$ cat src/rtl/wwin_pkg.sv
// Shared definitions for the repeated write watcher.
// Assumes: the count only needs to reach the capture threshold.
package wwin_pkg;
    localparam int HIT_CNT_W = 2;
    localparam int HIT_THRESH = 2;

    typedef enum logic [1:0] {
        ACT_IDLE    = 2'd0,
        ACT_COUNT   = 2'd1,
        ACT_CAPTURE = 2'd2,
        ACT_CLEAR   = 2'd3
    } hit_act_e;
endpackage

$ cat src/rtl/wwin_match.sv
// Window comparator: flags an accepted write whose address lies in [lo, hi].
// Assumes: an inverted window (lo > hi) is meant to match nothing.
module wwin_match #(
    parameter int ADDR_W = 32
) (
    input  logic              clk,
    input  logic              rst_n,
    input  logic              fire,
    input  logic [ADDR_W-1:0] addr,
    input  logic [ADDR_W-1:0] lo,
    input  logic [ADDR_W-1:0] hi,
    output logic              hit
);
    // Inclusive range test gated by the handshake
    always_comb begin
        hit = fire && (addr >= lo) && (addr <= hi);
    end


    inverted_window_chk: assert property (@(posedge clk) disable iff (!rst_n)
        (lo > hi) |-> !hit);

    no_fire_no_hit_chk: assert property (@(posedge clk) disable iff (!rst_n)
        !fire |-> !hit);
endmodule

$ cat src/rtl/wwin_tally.sv
// Hit counter and action decoder: counts the first hits, then requests
// a capture and a registered event pulse for every later hit.
// Assumes: clear takes priority over a hit in the same cycle.
module wwin_tally
    import wwin_pkg::*;
(
    input  logic                 clk,
    input  logic                 rst_n,
    input  logic                 hit,
    input  logic                 clear,
    output logic [HIT_CNT_W-1:0] count,
    output logic                 capture,
    output logic                 evt
);
    logic [HIT_CNT_W-1:0] cnt_q;
    logic                 evt_q;
    hit_act_e             act;

    // Pick this cycle's action from clear, hit and the stored count
    always_comb begin
        if (clear)
            act = ACT_CLEAR;
        else if (hit && (cnt_q >= HIT_CNT_W'(HIT_THRESH)))
            act = ACT_CAPTURE;
        else if (hit)
            act = ACT_COUNT;
        else
            act = ACT_IDLE;
    end

    assign capture = (act == ACT_CAPTURE);

    // Update the count
    always_ff @(posedge clk) begin
        if (!rst_n)
            cnt_q <= '0;
        else if (act == ACT_CLEAR)
            cnt_q <= '0;
        else if (act == ACT_COUNT)
            cnt_q <= cnt_q + 1'b1;
    end

    // Register the event so it is a clean one-cycle pulse
    always_ff @(posedge clk) begin
        if (!rst_n)
            evt_q <= 1'b0;
        else
            evt_q <= capture;
    end

    assign count = cnt_q;
    assign evt   = evt_q;


    count_ceiling_chk: assert property (@(posedge clk) disable iff (!rst_n)
        cnt_q <= HIT_CNT_W'(HIT_THRESH));

    clear_zero_chk: assert property (@(posedge clk) disable iff (!rst_n)
        clear |=> (cnt_q == '0));

    evt_after_full_count_chk: assert property (@(posedge clk) disable iff (!rst_n)
        hit && !clear && (cnt_q == HIT_CNT_W'(HIT_THRESH)) |=> evt_q);
endmodule

$ cat src/rtl/wwin_fifo.sv
// Trace FIFO: first-word-fall-through storage with a sticky drop flag.
// Assumes: a push while full is accepted only if a pop happens in the same cycle.
module wwin_fifo #(
    parameter int W     = 44,
    parameter int DEPTH = 16
) (
    input  logic         clk,
    input  logic         rst_n,
    input  logic         push,
    input  logic [W-1:0] wdata,
    input  logic         pop,
    output logic         valid,
    output logic [W-1:0] rdata,
    output logic         ovf
);
    localparam int PTR_W = $clog2(DEPTH);

    logic [W-1:0]   mem [DEPTH];
    logic [PTR_W-1:0] wr_ptr, rd_ptr;
    logic [PTR_W:0] level;
    logic           ovf_q;
    logic           pop_ok, push_ok;

    assign pop_ok  = pop && (level != '0);
    assign push_ok = push && ((level < (PTR_W+1)'(DEPTH)) || pop_ok);

    // Write storage on an accepted push
    always_ff @(posedge clk) begin
        if (push_ok)
            mem[wr_ptr] <= wdata;
    end

    // Advance pointers and fill level
    always_ff @(posedge clk) begin
        if (!rst_n) begin
            wr_ptr <= '0;
            rd_ptr <= '0;
            level  <= '0;
        end else begin
            if (push_ok)
                wr_ptr <= (wr_ptr == PTR_W'(DEPTH-1)) ? '0 : wr_ptr + 1'b1;
            if (pop_ok)
                rd_ptr <= (rd_ptr == PTR_W'(DEPTH-1)) ? '0 : rd_ptr + 1'b1;
            level <= level + (PTR_W+1)'(push_ok) - (PTR_W+1)'(pop_ok);
        end
    end

    // Latch a dropped capture until reset
    always_ff @(posedge clk) begin
        if (!rst_n)
            ovf_q <= 1'b0;
        else if (push && !push_ok)
            ovf_q <= 1'b1;
    end

    assign valid = (level != '0);
    assign rdata = mem[rd_ptr];
    assign ovf   = ovf_q;


    level_bound_chk: assert property (@(posedge clk) disable iff (!rst_n)
        level <= (PTR_W+1)'(DEPTH));

    ovf_sticky_chk: assert property (@(posedge clk) disable iff (!rst_n)
        ovf_q |=> ovf_q);

    pop_empty_chk: assert property (@(posedge clk) disable iff (!rst_n)
        (level == '0) && !push |=> (level == '0));
endmodule

$ cat src/rtl/wr_window_watch.sv
// Top: snoops write address handshakes, counts hits in a window and traces
// every hit after the second into a FIFO with a one-cycle event pulse.
// Assumes: the snooped channel follows the valid/ready rule; the block never drives it.
module wr_window_watch
    import wwin_pkg::*;
#(
    parameter int ADDR_W    = 32,
    parameter int ID_W      = 4,
    parameter int LEN_W     = 8,
    parameter int TRC_DEPTH = 16
) (
    input  logic                 clk,
    input  logic                 rst_n,
    input  logic                 aw_valid,
    input  logic                 aw_ready,
    input  logic [ID_W-1:0]      aw_id,
    input  logic [ADDR_W-1:0]    aw_addr,
    input  logic [LEN_W-1:0]     aw_len,
    input  logic [ADDR_W-1:0]    win_lo,
    input  logic [ADDR_W-1:0]    win_hi,
    input  logic                 cnt_clear,
    output logic [HIT_CNT_W-1:0] hit_count,
    output logic                 evt_pulse,
    output logic                 trc_valid,
    output logic [ID_W-1:0]      trc_id,
    output logic [ADDR_W-1:0]    trc_addr,
    output logic [LEN_W-1:0]     trc_len,
    input  logic                 trc_pop,
    output logic                 trc_overflow
);
    localparam int REC_W = ID_W + ADDR_W + LEN_W;

    logic             fire, hit, capture;
    logic [REC_W-1:0] rec_in, rec_out;

    assign fire   = aw_valid && aw_ready;
    assign rec_in = {aw_id, aw_addr, aw_len};

    wwin_match #(.ADDR_W(ADDR_W)) u_match (
        .clk(clk), .rst_n(rst_n), .fire(fire), .addr(aw_addr),
        .lo(win_lo), .hi(win_hi), .hit(hit)
    );

    wwin_tally u_tally (
        .clk(clk), .rst_n(rst_n), .hit(hit), .clear(cnt_clear),
        .count(hit_count), .capture(capture), .evt(evt_pulse)
    );

    wwin_fifo #(.W(REC_W), .DEPTH(TRC_DEPTH)) u_fifo (
        .clk(clk), .rst_n(rst_n), .push(capture), .wdata(rec_in),
        .pop(trc_pop), .valid(trc_valid), .rdata(rec_out), .ovf(trc_overflow)
    );

    assign {trc_id, trc_addr, trc_len} = rec_out;


    evt_needs_prior_capture_chk: assert property (@(posedge clk) disable iff (!rst_n)
        evt_pulse |-> $past(capture));

    count_step_chk: assert property (@(posedge clk) disable iff (!rst_n)
        !cnt_clear && !hit |=> $stable(hit_count));
endmodule

$ cat config.mk
export PLATFORM = sky130hd
export DESIGN_NAME = wr_window_watch
export DESIGN_NICKNAME = d
export VERILOG_FILES = /design/src/rtl/wwin_pkg.sv /design/src/rtl/wwin_match.sv /design/src/rtl/wwin_tally.sv /design/src/rtl/wwin_fifo.sv /design/src/rtl/wr_window_watch.sv
export SDC_FILE = /design/constraint.sdc
export NUM_CORES = 1
export LEC_CHECK = 0
export CAP_MARGIN = 10
export CORE_ASPECT_RATIO = 0.7
export CORE_MARGIN = 2
export CORE_UTILIZATION = 42
export CTS_CLUSTER_DIAMETER = 200
export DETAILED_ROUTE_END_ITERATION = 12
export GPL_TIMING_DRIVEN = 1
export PLACE_DENSITY = 0.62
export SYNTH_ARGS = -nofsm -noshare
export SYNTH_HDL_FRONTEND = slang
export SYNTH_SLANG_ARGS = --single-unit
export TNS_END_PERCENT = 30
$ cat constraint.sdc
create_clock -name clk -period 15.09 [get_ports clk]
set_clock_uncertainty 0.15 [all_clocks]
set_input_delay 2.2635 -clock clk [delete_from_list [all_inputs] [get_ports clk]]
set_output_delay 2.2635 -clock clk [all_outputs]
set_load 0.01 [all_outputs]
==> results.tsv <==
metric	value	unit
drive_gt1_share	23.79	%
grt_first_pass_wirelength	98.75	mm
end_kind	output port	
place_congestion	0.7794	
status	completed	
ant_nets	0	
final_common_cell	edfxtp_1	
cp.required	12680	ps
cts_tree	built	
finalSetupTns	0	ps
ys_ff_latch	725	
p_sw	1.103	mW
leakage	10.90	nW
fmax	135.7	MHz
die_w	319.2	microns
clockBufferDepth	3	
routedWlPerCell	27.13	microns
synth_top_family_by_area	multiplexers	
swShare	23.37	%
p_per_area	138.0	mW/mm^2
drc	0	
grt_start_max_net_pins	119	
async_flop_share	0	%
totalWireLength	67.81	mm
grt_usage	19.11	%
root_buffer	clkbuf_16	
setup-violations-final	0	
ioPinCount	163	
cp-endpoint	trc_addr[20]	
maxCapViolCount	0	
seq_power_share	47.7	%
die_y	224.6	microns
htree_num_levels	3	
power_frac_clock	37.0	%
clkSlewWorstSetupHoldPaths	60	ps
grt-ovfl-total	0	
synth-xor-area-share	0.1500	%
crit_chain	buf_4 > buf_4 > mux4_2 > mux4_2 > clkdlybuf4s50_1	
antenna_found_initial	3	
initial_core_util	42.65	%
hp-class	flop to flop	
areaGrowthSynthToFinish	17.18	%
crit_type	flop to output port	
postSynthAreaPerCell	21.82	sq um
synth_warnings	0	
reg2reg_depth	7	
grt_pass1_vias	14600	
critPathMaxStageDelay	970	ps
initialDrtViolationCount	1463	
final_cell_mix	704 x edfxtp_1, 220 x mux4_2, 162 x clkdlybuf4s50_1, 76 x inv_1, 76 x ha_1	
post_drt_via_cell_ratio	5.673	
io_buffers	162	
dominantRegCellSynth	edfxtp_1	
synth_compound_area_share	1.525	%
core	0.06847	sq mm
cp_max_fo	66	
vdd_ir_drop_max	0.0001007	V
rsz0062_at_grt	false	
dp_slack	7504	ps
rows	80	
hpwl	37.88	mm
synthMuxAreaShare	17.04	%
cp_slowest_cell	dfxtp_4	
cp_top_family	buffers and inverters	
synth_area	0.02920	sq mm
tightest_slew	1068	ps
synth-edff-count	704	
n_antenna_cell	0	
p_comb_share	15.2	%
path_buf_inv	3	
nets	1732	
syn-num-nets	1529	
cp.arrival	4950	ps
postSynthCellCount	1338	
postCtsSetupBuffers	0	
fin_cells	2499	
setup_slack	7723	ps
place_inst	2370	
clock-sinks	725	
die_area	0.07168	sq mm
period_minus_slack	7367	ps
post_cts_resized	0	
max-slew-margin-rel	28.83	%
startpoint_type	flop	
seq_area_frac_synth	73.84	%
reg2reg_from	u_tally.count[1]	
finalHoldViolCount	0	
num_vias	14180	
fin_crit_sh	48.82	%
reg2reg_to	u_fifo.mem[1][27]	
synth_adder_area_share	3.325	%
numCtsBuffers	71	
clk_latency	610	ps
first_pass_iters	5	
cp.depth	5	
r2r_slack	11160	ps
power.internal	3.617	mW
maxSlewViolCount	0	
cts_hold_buf	0	
ys_types	54	
holdWs	335.6	ps
synth-simple-area-share	2.288	%
[cell type report]
cell class	instances	area, sq um
clock inverters	39	325.3
clock buffers	90	1953
flip-flops and latches	725	21570
repair buffers	188	1829
multi-input cells	479	7123
well taps	902	1129
inverters	76	285.3
fillers	5484	34250
[power groups by stage]
stage	clock (mW)	combinational (mW)	sequential, mW
after floorplan	0	0.493	2.26
after global placement	0	0.726	2.30
after detailed placement	0	0.729	2.30
after CTS	1.78	0.734	2.26
after global routing	1.86	0.776	2.26
final	1.75	0.720	2.25
[registers in the layout, summed over array words and instances, names as in the netlist, named ones only]
register       cells
u_fifo.level       5
u_fifo.mem       704
u_fifo.ovf         1
u_fifo.rd_ptr      4
u_fifo.wr_ptr      4
u_tally.count      2
u_tally.evt        1
[metrics by stage]
stage	utilization (%)	power (mW)	instance area, sq um
after detailed placement	46.65	3.027	31940
after CTS	49.98	4.773	34220
after global placement	46.65	3.024	31940
final	49.98	4.720	34220
after floorplan	-	2.758	29200
after global routing	49.98	4.893	34220
[worst min path at each step]
stage | slack, ps | startpoint | depth (start not counted) | to
final | 340 | u_fifo.ovf | 1 | u_fifo.ovf
after global routing | 350 | u_fifo.ovf | 1 | u_fifo.ovf
after CTS | 330 | u_fifo.ovf | 1 | u_fifo.ovf
after detailed placement | 310 | u_fifo.ovf | 1 | u_fifo.ovf
after global placement | 300 | u_fifo.ovf | 1 | u_fifo.ovf
after floorplan | 330 | u_fifo.wr_ptr[1] | 2 | u_fifo.wr_ptr[1]
[cells by family after synthesis]
logic type | after synthesis
XOR/XNOR | 5
adder cells (fa/ha/maj) | 77
flip-flops | 725
multiplexers | 222
AO/OA/AOI/OAI | 68
buffers and inverters | 134
AND/OR/NAND/NOR | 107
[synthesized netlist by cell type (2+ instances only)]
master    instances  area share (%)
and4bb_1          4            0.17
dfxtp_1          21             1.4
and2_1            6            0.13
a221oi_1          2           0.060
nand4_1          11            0.24
and4_1            5            0.15
buf_6             2           0.077
a21oi_1          30            0.51
inv_1            76            0.98
nor2_1            9            0.12
a21o_1            4            0.10
nor2b_1           7            0.15
or3_1             2           0.043
nand3_1           9            0.15
buf_1            13            0.17
mux4_2          220              17
mux2i_1           2           0.069
ha_1             76             3.3
buf_2            15            0.26
nor3_1            2           0.034
o21ai_0           9            0.15
xnor2_1           3           0.090
nor4_1            4           0.086
a31oi_1           2           0.043
and3_1            5            0.11
nand2_1          28            0.36
edfxtp_1        704              72
and4b_1           5            0.17
o21ai_1           5           0.086
clkbuf_1         28            0.36
o21a_1            2           0.051
o311ai_2          2            0.11
a21boi_0          2           0.051
xor2_1            2           0.060
o211ai_1          2           0.051
[metal layers]
metal,part of all wire (%),vias up,global-route usage (%)
li1,-,6004,-
met1,45,7528,28.65
met2,46,533,28.67
met3,7.0,106,3.809
met4,2.2,6,5.326
met5,0.055,-,0
Note: power is estimated with default switching activity, not from simulation.
